[config.mk]
export PLATFORM = sky130hd
export DESIGN_NAME = cmp_out_unit
export DESIGN_NICKNAME = d
export VERILOG_FILES = /design/src/rtl/cmpo_pkg.sv /design/src/rtl/cmpo_cfg.sv /design/src/rtl/cmpo_reach.sv /design/src/rtl/cmpo_pulse_timer.sv /design/src/rtl/cmp_out_unit.sv
export SDC_FILE = /design/constraint.sdc
export NUM_CORES = 1
export LEC_CHECK = 0
export ABC_AREA = 1
export CAP_MARGIN = 20
export CORE_ASPECT_RATIO = 1.5
export CORE_MARGIN = 2
export CORE_UTILIZATION = 38
export CTS_CLUSTER_DIAMETER = 120
export DETAILED_ROUTE_END_ITERATION = 7
export HOLD_SLACK_MARGIN = 0.12
export PLACE_DENSITY = 0.58
export SLEW_MARGIN = 20
export SYNTH_ARGS = -nofsm -noshare
export SYNTH_HDL_FRONTEND = slang
export SYNTH_HIERARCHICAL = 1
export SYNTH_SLANG_ARGS = --single-unit
[constraint.sdc]
create_clock -name clk -period 2.3 [get_ports clk]
set_input_delay 0.23 -clock clk [delete_from_list [all_inputs] [get_ports clk]]
set_output_delay 0.23 -clock clk [all_outputs]
set_load 0.02 [all_outputs]
[src/rtl/cmpo_pkg.sv]
package cmpo_pkg;
  typedef enum logic [1:0] {
    MODE_OFF   = 2'd0,
    MODE_GE    = 2'd1,
    MODE_LE    = 2'd2,
    MODE_PULSE = 2'd3
  } cmpo_mode_e;

  typedef enum logic [1:0] {
    DIR_ANY  = 2'd0,
    DIR_UP   = 2'd1,
    DIR_DOWN = 2'd2,
    DIR_BOTH = 2'd3
  } cmpo_dir_e;
endpackage

[src/rtl/cmpo_cfg.sv]
module cmpo_cfg
  import cmpo_pkg::*;
#(
  parameter int CNT_W = 16,
  parameter int LEN_W = 8
) (
  input  logic             clk,
  input  logic             rst_n,
  input  logic             ld_cmp,
  input  logic [CNT_W-1:0] cmp_in,
  input  logic             ld_len,
  input  logic [LEN_W-1:0] len_in,
  input  logic             cfg_ld,
  input  logic [1:0]       mode_in,
  input  logic [1:0]       dir_in,
  output logic [CNT_W-1:0] cmp_q,
  output logic [LEN_W-1:0] len_q,
  output cmpo_mode_e       mode_q,
  output cmpo_dir_e        dir_q
);
  logic [CNT_W-1:0] cmp_n;
  logic [LEN_W-1:0] len_n;
  cmpo_mode_e       mode_n;
  cmpo_dir_e        dir_n;

  always_comb begin
    cmp_n  = cmp_q;
    len_n  = len_q;
    mode_n = mode_q;
    dir_n  = dir_q;
    if (ld_cmp) cmp_n = cmp_in;
    if (ld_len) len_n = len_in;
    if (cfg_ld) begin
      mode_n = cmpo_mode_e'(mode_in);
      dir_n  = cmpo_dir_e'(dir_in);
    end
  end

  always_ff @(posedge clk or negedge rst_n) begin
    if (!rst_n) begin
      cmp_q  <= '0;
      len_q  <= '0;
      mode_q <= MODE_OFF;
      dir_q  <= DIR_ANY;
    end else begin
      cmp_q  <= cmp_n;
      len_q  <= len_n;
      mode_q <= mode_n;
      dir_q  <= dir_n;
    end
  end

  a_r1_loaded_mode: assert property (@(posedge clk) disable iff (!rst_n)
    cfg_ld |=> (mode_q == cmpo_mode_e'($past(mode_in))));
endmodule

[src/rtl/cmpo_reach.sv]
module cmpo_reach
  import cmpo_pkg::*;
#(
  parameter int CNT_W = 16
) (
  input  logic             clk,
  input  logic             rst_n,
  input  logic [CNT_W-1:0] cnt_val,
  input  logic             cnt_up,
  input  logic [CNT_W-1:0] cmp_q,
  input  cmpo_dir_e        dir_q,
  output logic             eq,
  output logic             ge,
  output logic             le,
  output logic             reach,
  output logic             reach_qual
);
  logic [CNT_W-1:0] prev_q;
  logic             pv_q;
  logic             dir_ok;

  always_comb begin
    eq    = (cnt_val == cmp_q);
    ge    = (cnt_val >= cmp_q);
    le    = (cnt_val <= cmp_q);
    reach = pv_q && eq && (prev_q != cmp_q);
    unique case (dir_q)
      DIR_UP:   dir_ok = cnt_up;
      DIR_DOWN: dir_ok = !cnt_up;
      default:  dir_ok = 1'b1;
    endcase
    reach_qual = reach && dir_ok;
  end

  always_ff @(posedge clk or negedge rst_n) begin
    if (!rst_n) begin
      prev_q <= '0;
      pv_q   <= 1'b0;
    end else begin
      prev_q <= cnt_val;
      pv_q   <= 1'b1;
    end
  end

  a_r8_qual_dir: assert property (@(posedge clk) disable iff (!rst_n)
    (reach_qual && dir_q == DIR_UP) |-> cnt_up);
  a_r6_reach_edge: assert property (@(posedge clk) disable iff (!rst_n)
    (reach && $stable(cmp_q)) |=> !reach);
endmodule

[src/rtl/cmpo_pulse_timer.sv]
module cmpo_pulse_timer #(
  parameter int LEN_W      = 8,
  parameter int STEP_TICKS = 2
) (
  input  logic             clk,
  input  logic             rst_n,
  input  logic             start,
  input  logic             abort,
  input  logic             tick,
  input  logic [LEN_W-1:0] len,
  output logic             active_q,
  output logic             end_now
);
  localparam int MAX_TICKS = ((1 << LEN_W) - 1) * STEP_TICKS;
  localparam int REM_W     = $clog2(MAX_TICKS + 1);

  logic [REM_W-1:0] rem_q, rem_n;
  logic             active_n;
  logic             start_ok;

  always_comb begin
    start_ok = start && !active_q && (len != '0);
    end_now  = active_q && tick && (rem_q == REM_W'(1));
    rem_n    = rem_q;
    active_n = active_q;
    if (abort) begin
      active_n = 1'b0;
      rem_n    = '0;
    end else if (start_ok) begin
      active_n = 1'b1;
      rem_n    = REM_W'(len) * REM_W'(STEP_TICKS);
    end else if (active_q && tick) begin
      rem_n = rem_q - REM_W'(1);
      if (end_now) active_n = 1'b0;
    end
  end

  always_ff @(posedge clk or negedge rst_n) begin
    if (!rst_n) begin
      rem_q    <= '0;
      active_q <= 1'b0;
    end else begin
      rem_q    <= rem_n;
      active_q <= active_n;
    end
  end

  a_r9_hold_count: assert property (@(posedge clk) disable iff (!rst_n)
    (active_q && !tick && !abort) |=> $stable(rem_q));
  a_r7_load_len: assert property (@(posedge clk) disable iff (!rst_n)
    $rose(active_q) |-> (rem_q == REM_W'($past(len)) * REM_W'(STEP_TICKS)));
endmodule

[src/rtl/cmp_out_unit.sv]
module cmp_out_unit
  import cmpo_pkg::*;
#(
  parameter int CNT_W      = 16,
  parameter int LEN_W      = 8,
  parameter int STEP_TICKS = 2
) (
  input  logic             clk,
  input  logic             rst_n,
  input  logic [CNT_W-1:0] cnt_val,
  input  logic             cnt_up,
  input  logic             ld_cmp,
  input  logic [CNT_W-1:0] cmp_in,
  input  logic             ld_len,
  input  logic [LEN_W-1:0] len_in,
  input  logic             cfg_ld,
  input  logic [1:0]       mode_in,
  input  logic [1:0]       dir_in,
  input  logic             out_en,
  input  logic             sw_out,
  input  logic             sts_clr,
  input  logic             tick_1ms,
  output logic             dout,
  output logic             dout_sts,
  output logic             cmp_sts,
  output logic             irq
);
  logic [1:0] rst_sync_q;
  logic       rst_n_i;

  always_ff @(posedge clk or negedge rst_n) begin
    if (!rst_n) rst_sync_q <= 2'b00;
    else        rst_sync_q <= {rst_sync_q[0], 1'b1};
  end
  assign rst_n_i = rst_sync_q[1];

  logic [CNT_W-1:0] cmp_q;
  logic [LEN_W-1:0] len_q;
  cmpo_mode_e       mode_q;
  cmpo_dir_e        dir_q;
  logic             eq, ge, le, reach, reach_qual;
  logic             tmr_active, tmr_end, start_now;
  logic             dout_q, dout_n, sts_q, sts_n, irq_q, irq_n;
  logic             direct;

  cmpo_cfg #(.CNT_W(CNT_W), .LEN_W(LEN_W)) u_cfg (
    .clk(clk), .rst_n(rst_n_i), .ld_cmp(ld_cmp), .cmp_in(cmp_in),
    .ld_len(ld_len), .len_in(len_in), .cfg_ld(cfg_ld), .mode_in(mode_in),
    .dir_in(dir_in), .cmp_q(cmp_q), .len_q(len_q), .mode_q(mode_q),
    .dir_q(dir_q)
  );

  cmpo_reach #(.CNT_W(CNT_W)) u_reach (
    .clk(clk), .rst_n(rst_n_i), .cnt_val(cnt_val), .cnt_up(cnt_up),
    .cmp_q(cmp_q), .dir_q(dir_q), .eq(eq), .ge(ge), .le(le),
    .reach(reach), .reach_qual(reach_qual)
  );

  cmpo_pulse_timer #(.LEN_W(LEN_W), .STEP_TICKS(STEP_TICKS)) u_tmr (
    .clk(clk), .rst_n(rst_n_i), .start(start_now), .abort(cfg_ld),
    .tick(tick_1ms), .len(len_q), .active_q(tmr_active), .end_now(tmr_end)
  );

  always_comb begin
    direct    = (len_q == '0) && !tmr_active;
    start_now = 1'b0;
    dout_n    = 1'b0;
    sts_n     = 1'b0;
    irq_n     = 1'b0;
    unique case (mode_q)
      MODE_OFF: begin
        dout_n = sw_out;
      end
      MODE_GE: begin
        dout_n = out_en && ge;
        sts_n  = ge || (sts_q && !sts_clr);
        irq_n  = reach;
      end
      MODE_LE: begin
        dout_n = out_en && le;
        sts_n  = le || (sts_q && !sts_clr);
        irq_n  = reach;
      end
      MODE_PULSE: begin
        irq_n = reach_qual;
        if (direct) begin
          dout_n = out_en && eq;
          sts_n  = eq || (sts_q && !sts_clr);
        end else begin
          start_now = reach_qual && out_en && !tmr_active;
          dout_n    = start_now || (tmr_active && !tmr_end);
          sts_n     = start_now || (sts_q && !(sts_clr && !tmr_active));
        end
      end
      default: dout_n = 1'b0;
    endcase
    if (cfg_ld) begin
      start_now = 1'b0;
      dout_n    = 1'b0;
      sts_n     = 1'b0;
      irq_n     = 1'b0;
    end
  end

  always_ff @(posedge clk or negedge rst_n_i) begin
    if (!rst_n_i) begin
      dout_q <= 1'b0;
      sts_q  <= 1'b0;
      irq_q  <= 1'b0;
    end else begin
      dout_q <= dout_n;
      sts_q  <= sts_n;
      irq_q  <= irq_n;
    end
  end

  assign dout     = dout_q;
  assign dout_sts = dout_q && (mode_q != MODE_OFF);
  assign cmp_sts  = sts_q;
  assign irq      = irq_q;

  a_r2_off_quiet: assert property (@(posedge clk) disable iff (!rst_n_i)
    (mode_q == MODE_OFF) |-> (!cmp_sts && !irq));
  a_r3_ge_follow: assert property (@(posedge clk) disable iff (!rst_n_i)
    (mode_q == MODE_GE && !cfg_ld) |=> (dout == $past(out_en && ge)));
  a_r5_sts_sticky: assert property (@(posedge clk) disable iff (!rst_n_i)
    ((mode_q == MODE_LE) && cmp_sts && le && !cfg_ld) |=> cmp_sts);
  a_r12_pulse_sts: assert property (@(posedge clk) disable iff (!rst_n_i)
    ((mode_q == MODE_PULSE) && cmp_sts && tmr_active && !cfg_ld) |=> cmp_sts);
  a_r13_sts_mirror: assert property (@(posedge clk) disable iff (!rst_n_i)
    (mode_q != MODE_OFF) |-> (dout_sts == dout));
endmodule

* After elaboration in Yosys (flattened, before gate mapping)
Index checks and enable logic that the tools add are counted. W data, S select, Z words.
Word-level totals: output and inout bits 4, ROM bits 0, latch bits 0, logic and storage cells 78, bits in writable memories 0, flip-flop bits (word level) 60, memories kept 0, input port bits 54
Cells by class: shift operators 0, add/subtract/negate cells 1, div/mod/pow operators 0, muxes and demuxes 19, equal/unequal tests 8, reduce and logical (&&, ||, !) cells 36, magnitude comparators 2, bitwise operators 0, multiply operators 0
Operators with widths (number):
- $mux W9 | 3
- $logic_and A1 B1 Y1 | 18
- $eq A16 B16 Y1 | 1
- $ge A16 B16 Y1 | 1
- $le A16 B16 Y1 | 1
- $ne A16 B16 Y1 | 1
- $mux W1 | 12
- $eq A9 B1 Y1 const B | 1
- $sub A9 B1 Y9 const B | 1
- $logic_not A8 Y1 | 1
- $reduce_bool A8 Y1 | 1
- $eq A2 B2 Y1 const B | 3
- $reduce_bool A3 Y1 | 2
- $logic_not A1 Y1 | 5
- $logic_or A1 B1 Y1 | 5
- $eq A2 B1 Y1 const B | 2
- $pmux W1 S2 | 2
- $pmux W1 S4 | 1
- $pmux W1 S3 | 1
- $logic_not A2 Y1 | 1
- $reduce_and A2 Y1 | 1
- $reduce_bool A2 Y1 | 1
- $reduce_or A2 Y1 | 1

* Longest topological paths before layout
Gate-level depths: netlist (run 1).
depth in word-level cells 13, depth in mapped cells 20, mapped depth without buffers 20

* Modules after synthesis
The synthesis (run 1) kept the hierarchy.
By module, submodules not included:
- cmpo_reach | area each 1273.7 um^2, sequential area each 425.4 um^2, instances 1, cells each 183
- cmpo_cfg | area each 1092.3 um^2, sequential area each 700.7 um^2, instances 1, cells each 119
- cmpo_pulse_timer | area each 794.5 um^2, sequential area each 250.2 um^2, instances 1, cells each 129
- cmp_out_unit | area each 409.1 um^2, sequential area each 125.1 um^2, instances 1, cells each 58

* Worst setup path before layout (run 1)
No wires, ideal clock.
path type reg2reg, from register u_cfg.cmp_q[11], to register u_tmr.rem_q[5], cell stages (with the launch flop) 21, period minus slack after synthesis 2.452 ns, setup slack -0.152 ns, path buffers 1, setup time 0.117 ns, arrival 2.336 ns, path through dfrtp_1 inv_1 ha_1 nand3_1 nor2_1 nand2_2 nor2_4 inv_2 nor2_4 nand2_2 nor2_2 nand3_2 a211oi_1 inv_1 nor2_1 o21ai_4 buf_8 nand2_2 nand2_1 nand2_1 nand2_1
Between the ends: word-level cells in the longest chain between the ends 13, elaborated cells between the ends (all ways) 15, those cells by class 2 x eq/ne; 5 x mux; 8 x reduce/logical
RTL lines:
- start: declaration | RTL line cmpo_cfg.sv:16 | output logic [CNT_W-1:0] cmp_q,
- start signal: assignment | RTL line cmpo_cfg.sv:46 | cmp_q <= cmp_n;
- $eq A16 B16 Y1 (*) | RTL line cmpo_reach.sv:23 | eq = (cnt_val == cmp_q);
- net eq | RTL line cmp_out_unit.sv:41 | logic eq, ge, le, reach, reach_qual;
- $logic_and A1 B1 Y1 (*) (2 in a row) | RTL line cmpo_reach.sv:26 | reach = pv_q && eq && (prev_q != cmp_q);
- $logic_and A1 B1 Y1 (*) | RTL line cmpo_reach.sv:32 | reach_qual = reach && dir_ok;
- net reach_qual | RTL line cmp_out_unit.sv:41
- $logic_and A1 B1 Y1 (*) (2 in a row) | RTL line cmp_out_unit.sv:90 | start_now = reach_qual && out_en && !tmr_active;
- $mux W1 (*) | RTL line cmp_out_unit.sv:86 | if (direct) begin
- $mux W1 (*) | RTL line cmp_out_unit.sv:70 | unique case (mode_q)
- $mux W1 (*) | RTL line cmp_out_unit.sv:97 | if (cfg_ld) begin
- net start_now | RTL line cmp_out_unit.sv:42 | logic tmr_active, tmr_end, start_now;
- $logic_and A1 B1 Y1 (*) (2 in a row) | RTL line cmpo_pulse_timer.sv:22 | start_ok = start && !active_q && (len != '0);
- $mux W9 | RTL line cmpo_pulse_timer.sv:29 | end else if (start_ok) begin
- $mux W9 | RTL line cmpo_pulse_timer.sv:26 | if (abort) begin
- end signal: assignment | RTL line cmpo_pulse_timer.sv:43 | rem_q <= rem_n;
- end: declaration | RTL line cmpo_pulse_timer.sv:17 | logic [REM_W-1:0] rem_q, rem_n;
The timed path passes the listed nets; every way through them passes the cells marked *. A chain may end at the register's enable or synchronous reset.

* Worst setup path in the final report (run 1)
from register u_cfg.cmp_q[5], to register u_tmr.rem_q[5]
The elaborated chain is that of the path after synthesis.

==> results of run 1 <==
-- metrics by stage --
step	power, mW	instance area, µm²	cells
after floorplan	1.48	3640	489
after global placement	1.72	4530	683
after detailed placement	1.73	4530	683
after CTS	3.05	5050	714
after global routing	3.17	5090	715
final	3.02	5090	715
-- synthesized netlist by cell type --
cell      number
a21oi_2        1
inv_1         66
xor2_1         1
nand3_2        2
nand2_2       11
a211oi_1       2
a21oi_1       10
ha_1          23
o21bai_1       2
buf_8          1
dfrtp_1       60
nor2b_1        1
a21oi_4        1
nand4_1        2
buf_12         1
o21ai_0        9
conb_1         2
nor2_4         4
buf_2          1
nand2_1      208
nor2_2         6
o21a_1         1
nand3_1       16
nand3b_1       2
a31oi_1        1
o21ai_1        2
inv_6          1
inv_2         10
o21ai_2        1
buf_6          2
nor2_1        38
o21ai_4        1
-- report_power, final --
part           switching (mW)  internal [mW]
Clock                   0.439          0.815
Combinational           0.298          0.291
Sequential             0.0503           1.12
-- final cells by class --
cell class	count	area (µm²)	area share, %
repair buffers	102	925	18.2
inverters	77	297	5.83
clock inverters	1	5.00	0.0984
well taps	112	140	2.76
flip-flops and latches	60	1500	29.5
multi-input cells	348	1940	38.1
clock buffers	15	278	5.46
-- timing repair --
action / in CTS / in global routing
cloned: 1 / 0
hold buffers: 1 / 0
hold endpoints to repair: 2 / 0
pin swaps: 25 / 13
resized for setup: 27 / 6
buffers inserted: 13 / 3
setup endpoints to repair: 10 / 12
-- metal layers --
| metal | wire length [µm] | track usage, % |
|---|---|---|
| met1 | 3280 | 17.8 |
| met2 | 4820 | 34.6 |
| met3 | 243 | 3.36 |
| met4 | 159 | 8.50 |
| met5 | 0 | 0 |
-- state kept, by name, indices dropped and copies added (netlist names), 2 cells and up --
name / cells
rst_sync_q: 2
u_cfg/cmp_q: 16
u_cfg/dir_q: 2
u_cfg/len_q: 8
u_cfg/mode_q: 2
u_reach/prev_q: 16
u_tmr/rem_q: 9
-- worst max path at each step --
stage	end	cells after the start	start	slack, ns
global route	u_tmr/rem_q[6]$_DFFE_PN0P_	18	u_cfg/cmp_q[5]$_DFFE_PN0P_	-0.35
finish	u_tmr/rem_q[5]$_DFFE_PN0P_	18	u_cfg/cmp_q[5]$_DFFE_PN0P_	-0.15
global placement	u_tmr/rem_q[4]$_DFFE_PN0P_	18	cnt_val[9]	-0.56
CTS	u_tmr/rem_q[5]$_DFFE_PN0P_	18	u_cfg/cmp_q[10]$_DFFE_PN0P_	-0.18
floorplan	u_tmr/rem_q[5]$_DFFE_PN0P_	20	u_cfg/cmp_q[11]$_DFFE_PN0P_	-0.07
detailed placement	u_tmr/rem_q[5]$_DFFE_PN0P_	18	cnt_val[9]	-0.65
-- cell families after synthesis --
logic type	Yosys count	share of synthesized area, %
and+or+nand+nor	290	33.9
adders and majority gates	23	8.06
other	2	0.210
xor gates and xnor gates	1	0.245
AOI/OAI and AO/OA	31	5.57
buffers and inverters	82	9.99
DFF	60	42.1
==> results, run 1 <==
- The run finished, with violations left.
- The final reports fail on negative setup slack.
- For this design the static power due to leakage is 2.66 nW.
- The Yosys step of the flow raised 6 warnings.
- The count of nets left with antenna violations once routing finished came out at 0.
- The ratio of total power to cell area is 593 mW/mm².
- Summed over its instances, the top area cell type makes up 42.1% of the synthesized netlist area.
- Leaving out fill and tap cells, the most frequent cell in the layout is nand2_1.
- For this run, the post-layout net count is 675.
- The logic depth of the worst register-to-register path is 18.
- For this run, the register share of the synthesized area comes to 42.1%.
- In this run the critical register-to-register path is launched from u_cfg/cmp_q[5]$_DFFE_PN0P_.
- The initial antenna violation count is 0.
- After detailed routing, the number of remaining DRC violations is 0.
- For this run, the total global-route usage over all layers was measured as 17.7%.
- Synthesis handed over a netlist of 489 instances.
- Summed over all instances, the cell type with the most area after synthesis is dfrtp_1.
- The final standard cell utilization of the core is 55.3%.
- The number of diodes is 0.
- Measured along the y axis, the die boundary spans 123 µm.
- The CTS root buffer is clkbuf_16.
- Setup violations remaining at the end of the flow were counted as 11.
- At the placement stage, the worst setup path has a slack of -0.649 ns.
- The worst min-delay path class is input port to flip-flop.
- The number of filler instances in the final layout is 903.
- The buffers plus inverters on the worst setup path is 3.
- The number of storage elements in the synthesis netlist is 60.
- The pre-antenna-repair detailed-routing pass consisted of 6 iterations.
- For this run the aggregate overflow at the end of global routing stands at 0.
- The longest clock path from root to sink contains 2 buffers.
- In this run the core area contains 43 standard-cell rows.
- After layout, the minimum clock period comes to 2.45 ns.
- The highest fanout seen on the critical path is 8.
- Sorting the synthesized cells by area gives the leading types as dfrtp_1, nand2_1, ha_1.
- The summed negative setup slack over all endpoints is -1.17 ns.
- Clock tree synthesis found a total of 60 sinks.
- Entering global routing, the biggest net connects 59 pins.
- The routed via count is 3,288.
- The max-slew violation count is 0.
- For this configuration, the core starts out at a cell density of 38.8%.
- The worst setup path is launched from a flip-flop.
- The total of buffers placed on input and output ports is 57.
- The sort of element at the end of the critical path is a flip-flop.
- The first-pass GRT wire length is 14.3 mm.
- Setup repair after global routing could not meet its margin everywhere.
- The via count of the first global-routing pass is 3,292.
- The routed wire length is 8.50 mm.
- The tightest hold path in the finished design has a slack of 0.175 ns.
- The area of the core is 0.00920 mm².
- The hold violation total from the final report is 0.
- The number of instances on the worst hold path is 1.
- The highest cell delay on the worst timing path is 0.36 ns.
- The number of top-level pins is 58.
- The master of the slowest instance on the critical path is dfrtp_1.
- The upper clock frequency limit is 409 MHz.
- After layout, the worst setup slack is -0.145 ns.
- The routability congestion estimate from global placement is 0.829.
- The clock transition at the register clock pins on the worst setup and hold paths after CTS is 0.05 ns.
- In the layout the commonest cells are nand2_1, dfrtp_1, inv_1.
- The routed via count divided by cell count is 4.60.
- The cell area that synthesis handed to floorplanning was 0.00357 mm².
- The H-tree was split into 3 levels.
- The die outline width is 83.1 µm.
- The worst-case hold path end point is u_reach/prev_q[0]$_DFF_PN0_.
- The launch point of the worst hold path is cnt_val[0].
- Detailed placement ended at an HPWL of 6.26 mm.
- Data on the critical path arrives at its endpoint at 2.70 ns.
- The transition at the pin with the smallest max-transition slack is 0.580 ns.
- Averaged over all synthesized cells, the footprint is 7.30 µm².
- Measured against its own limit, the worst slew margin works out to 61.1%.
- The destination of the worst register-to-register timing path is u_tmr/rem_q[5]$_DFFE_PN0P_.
- The number of CTS-inserted buffers is 9.
- The number of distinct standard cells referenced by the synthesized netlist is 32.
- The share of layout cells above drive strength 1 is 21.2%.
- The minimum setup slack among reg-to-reg paths is -0.15 ns.
- The critical path is of the flip-flop to flip-flop type.
- The number of DRC violations after detailed-routing iteration 0 is 94.
- The critical path goes through inv_2, ha_4, nand2_4, nor2_4, nand2_2, nor2_4, inv_2, nor2_4, nand2_2, nor2_4, nand3_2, a211oi_2, inv_1, nor2_4, o21ai_4, a21oi_4, nand2_1, nand2_1.
- The final setup skew is 0.00620 ns.
- The clock latency reported for the late side of the worst-skew pair is 0.33 ns.
- The CTS tree is yes.
- The final period utilization is 106%.
- Counting stages on the worst path, the most repeated cell is nor2_4.
- The kind of cell adding the most delay to the critical path is simple AND/OR/NAND/NOR gates.
- After detailed routing, the average wire length per cell comes to 11.9 µm.
- The growth of design area from synthesis to finish is 42.5%.
- The tool flagged a number of max-cap violations equal to 0.
- The synthesized netlist net count is 566.
- The data required time at the worst endpoint is 2.56 ns.
- The worst-case vdd ir drop is 409 µV.
- The die covers 0.0102 mm².
No activity file was read; power rests on OpenSTA's default activity.
==> run 2: changes to the inputs <==
--- a/config.mk
+++ b/config.mk
@@ -10,10 +10,12 @@
 export CORE_ASPECT_RATIO = 1.5
 export CORE_MARGIN = 2
 export CORE_UTILIZATION = 38
+export CTS_BUF_LIST = sky130_fd_sc_hd__clkbuf_4 sky130_fd_sc_hd__clkbuf_8 sky130_fd_sc_hd__clkbuf_16
 export CTS_CLUSTER_DIAMETER = 120
 export DETAILED_ROUTE_END_ITERATION = 7
 export HOLD_SLACK_MARGIN = 0.12
 export PLACE_DENSITY = 0.58
+export SKIP_LAST_GASP = 1
 export SLEW_MARGIN = 20
 export SYNTH_ARGS = -nofsm -noshare
 export SYNTH_HDL_FRONTEND = slang
==> results, run 2 (synthesis results as in run 1) <==
- The worst hold slack is 0.175 ns (about the same).
- The number of diodes came to 0 (unchanged).
- The remaining global-route overflow came to 0 (unchanged).
- The starting density of the core is 38.8% (unchanged).
- The buffers plus inverters on the worst setup path is 3 (unchanged).
- The hold violation total from the final report is 0 (unchanged).
- The worst path setup slack after routing is -0.142 ns (was -0.145 ns).
- The remaining antenna violation count after routing was 0 (unchanged).
- The routed via count divided by cell count is 4.60 (about the same).
- Commonest cells after routing, fill and taps aside: nand2_1, dfrtp_1, inv_1 (unchanged).
- The kind of cell adding the most delay to the critical path is simple AND/OR/NAND/NOR gates (unchanged).
- The growth of design area from synthesis to finish is 42.8% (was 42.5%).
- The shortest period the worst path allows was 2.44 ns (was 2.45 ns).
- The routed wire length is 8.50 mm (unchanged).
- The number of CTS-inserted buffers is 9 (unchanged).
- The detailed placer's ending HPWL is 6.26 mm (unchanged).
- The count of clock tree sinks came to 60 (unchanged).
- The filler-free cell count of the finished design is 715 (unchanged).
- The count of max-cap constraint violations came to 0 (unchanged).
- The highest cell delay on the worst timing path came to 0.36 ns (about the same).
- The type of the worst setup path is flip-flop to flip-flop (unchanged).
- The CTS root buffer is clkbuf_16 (unchanged).
- The full die area is 0.0102 mm² (unchanged).
- The summed negative setup slack over all endpoints is -1.15 ns (was -1.17 ns).
- The clock latency reported for the late side of the worst-skew pair is 0.33 ns (about the same).
- The first-pass GRT wire length is 14.3 mm (about the same).
- The share of layout cells above drive strength 1 came to 21.7% (was 21.2%).
- The tightest slew margin relative to the limit is 60.8% (was 61.1%).
- The master of the slowest instance on the critical path is dfrtp_1 (unchanged).
- The number of filler instances in the final layout is 905 (was 903).
- The worst-case vdd ir drop is 409 µV (about the same).
- The count of unresolved DRC violations after routing is 0 (unchanged).
- The most common library cell in the layout ignoring fill and taps was nand2_1 (unchanged).
- The transition at the pin with the smallest max-transition slack is 0.584 ns (was 0.580 ns).
- The die outline width came to 83.1 µm (unchanged).
- The routed via count came to 3,289 (was 3,288).
- The CTS tree is yes (unchanged).
- The data required time at the worst endpoint is 2.56 ns (about the same).
- The upper clock frequency limit came to 409 MHz (about the same).
- The clock transition at the register clock pins on the worst setup and hold paths after CTS was 0.05 ns (about the same).
- The number of top-level pins is 58 (unchanged).
- The final-stage net count is 675 (unchanged).
- The routability congestion estimate from global placement is 0.829 (unchanged).
- Outcome: complete, but fails checks (unchanged).
- The worst slack at placement is -0.649 ns (unchanged).
- The final period utilization was 106% (about the same).
- The total placed cells including tap cells came to 683 (unchanged).
- Failing checks: negative setup slack (unchanged).
- The total of buffers placed on input and output ports was 57 (unchanged).
- The sort of element at the end of the critical path was a flip-flop (unchanged).
- The ratio of total power to cell area came to 599 mW/mm² (was 593 mW/mm²).
- The critical path data arrival time came to 2.70 ns (about the same).
- The number of DRC violations after detailed-routing iteration 0 is 72 (was 94).
- Leading registers by flop count: u_cfg/cmp_q: 16 flops, u_reach/prev_q: 16 flops, u_tmr/rem_q: 9 flops (unchanged).
- The static leakage is 2.67 nW (was 2.66 nW).
- The final setup skew is 0.00622 ns (was 0.00620 ns).
- The area of the core is 0.00920 mm² (unchanged).
- The wire length per cell after detailed routing is 11.9 µm (unchanged).
- The initial antenna violation count is 0 (unchanged).
- CP cell instances: inv_2, ha_4, nand2_4, nor2_4, nand2_2, nor2_4, inv_2, nor2_4, nand2_2, nor2_4, nand3_2, a211oi_2, inv_1, nor2_4, o21ai_4, a21oi_4, nand2_1, nand2_1 (unchanged).
- The cell occurring most often along the worst timing path is nor2_4 (unchanged).
- The number of standard-cell rows in the floorplan is 43 (unchanged).
- The overall die height is 123 µm (unchanged).
- RSZ-0062 raised after global routing: true (unchanged).
- The max-slew violation count is 0 (unchanged).
- The global routing usage summed across all routing layers is 17.7% (about the same).
- The number of setup violations in the final report is 11 (unchanged).
- The H-tree depth is 3 (unchanged).
- The length of the first detailed-routing pass in iterations is 6 (unchanged).
- The worst min-delay path class is input port to flip-flop (unchanged).
- The total design power is 3.05 mW (was 3.02 mW).
- The highest fanout seen on the critical path is 8 (unchanged).
- The pin count of the biggest net entering global routing is 59 (unchanged).
- The type of origin of the critical path was a flip-flop (unchanged).
- The number of buffers between clock root and the deepest sink is 2 (unchanged).
- The via count of the first global-routing pass was 3,305 (was 3,292).
[run 2: stage by stage]
stage	cell area [µm²]	util [%]
5_1_grt	5100	55.4
4_1_cts	5060	55.0
6_report	5100	55.4
3_3_place_gp	4530	49.3
2_1_floorplan	3640	-
3_5_place_dp	4530	49.3
[run 2: metal layers]
layer	up-vias	track usage [%]	share of wire, %
met2	60	34.8	57
li1	1698	-	-
met4	0	8.50	1.9
met1	1519	17.7	38
met3	12	3.36	3.2
met5	-	0	0
[run 2: layout make-up]
cell class | count | area (µm²) | share of cell area, %
Inverter | 77 | 297 | 5.82
Timing Repair Buffer | 102 | 925 | 18.1
Clock buffer | 15 | 289 | 5.67
Clock inverter | 1 | 5.00 | 0.0982
Multi-Input combinational cell | 348 | 1940 | 38.0
Tap cell | 112 | 140 | 2.75
Sequential cell | 60 | 1500 | 29.5
[run 2: worst register-to-register path, cell delays in order, from the launching register on]
cell and delay (ns):
dfrtp_1 0.36, inv_2 0.06, ha_4 0.28, nand2_4 0.05, nor2_4 0.12, nand2_2 0.07
nor2_4 0.12, inv_2 0.06, nor2_4 0.08, nand2_2 0.08, nor2_4 0.10, nand3_2 0.09
a211oi_2 0.17, inv_1 0.10, nor2_4 0.13, o21ai_4 0.13, a21oi_4 0.24, nand2_1 0.08
nand2_1 0.08
[run 2: path summary, 6_finish.rpt]
path / cells after the start / slack, ns / to / start
max: 18 / -0.14 / u_tmr/rem_q[5]$_DFFE_PN0P_ / u_cfg/cmp_q[5]$_DFFE_PN0P_
min: 1 / 0.18 / u_reach/prev_q[0]$_DFF_PN0_ / cnt_val[0]
max reg2reg: 18 / -0.14 / u_tmr/rem_q[5]$_DFFE_PN0P_ / u_cfg/cmp_q[5]$_DFFE_PN0P_
min reg2reg: 1 / 0.27 / u_reach/prev_q[2]$_DFF_PN0_ / rst_sync_q[1]$_DFF_PN0_
max in group asynchronous: 2 / 1.56 / rst_sync_q[1]$_DFF_PN0_ / rst_n
min in group asynchronous: 1 / 0.27 / u_reach/prev_q[2]$_DFF_PN0_ / rst_sync_q[1]$_DFF_PN0_
[run 2: timing repair]
item | CTS | global route
pin swaps | 25 | 13
gates cloned | 1 | 0
endpoints found under the hold margin | 2 | 0
hold buffers | 1 | 0
endpoints found under the setup margin | 10 | 12
resized for setup | 27 | 6
buffers inserted | 13 | 3
[run 2: power by group]
| part | internal, mW | total, mW | switching, mW |
|---|---|---|---|
| combinational | 0.291 | 0.588 | 0.298 |
| clock | 0.850 | 1.29 | 0.439 |
| sequential | 1.12 | 1.17 | 0.0504 |
| total | 2.27 | 3.05 | 0.788 |
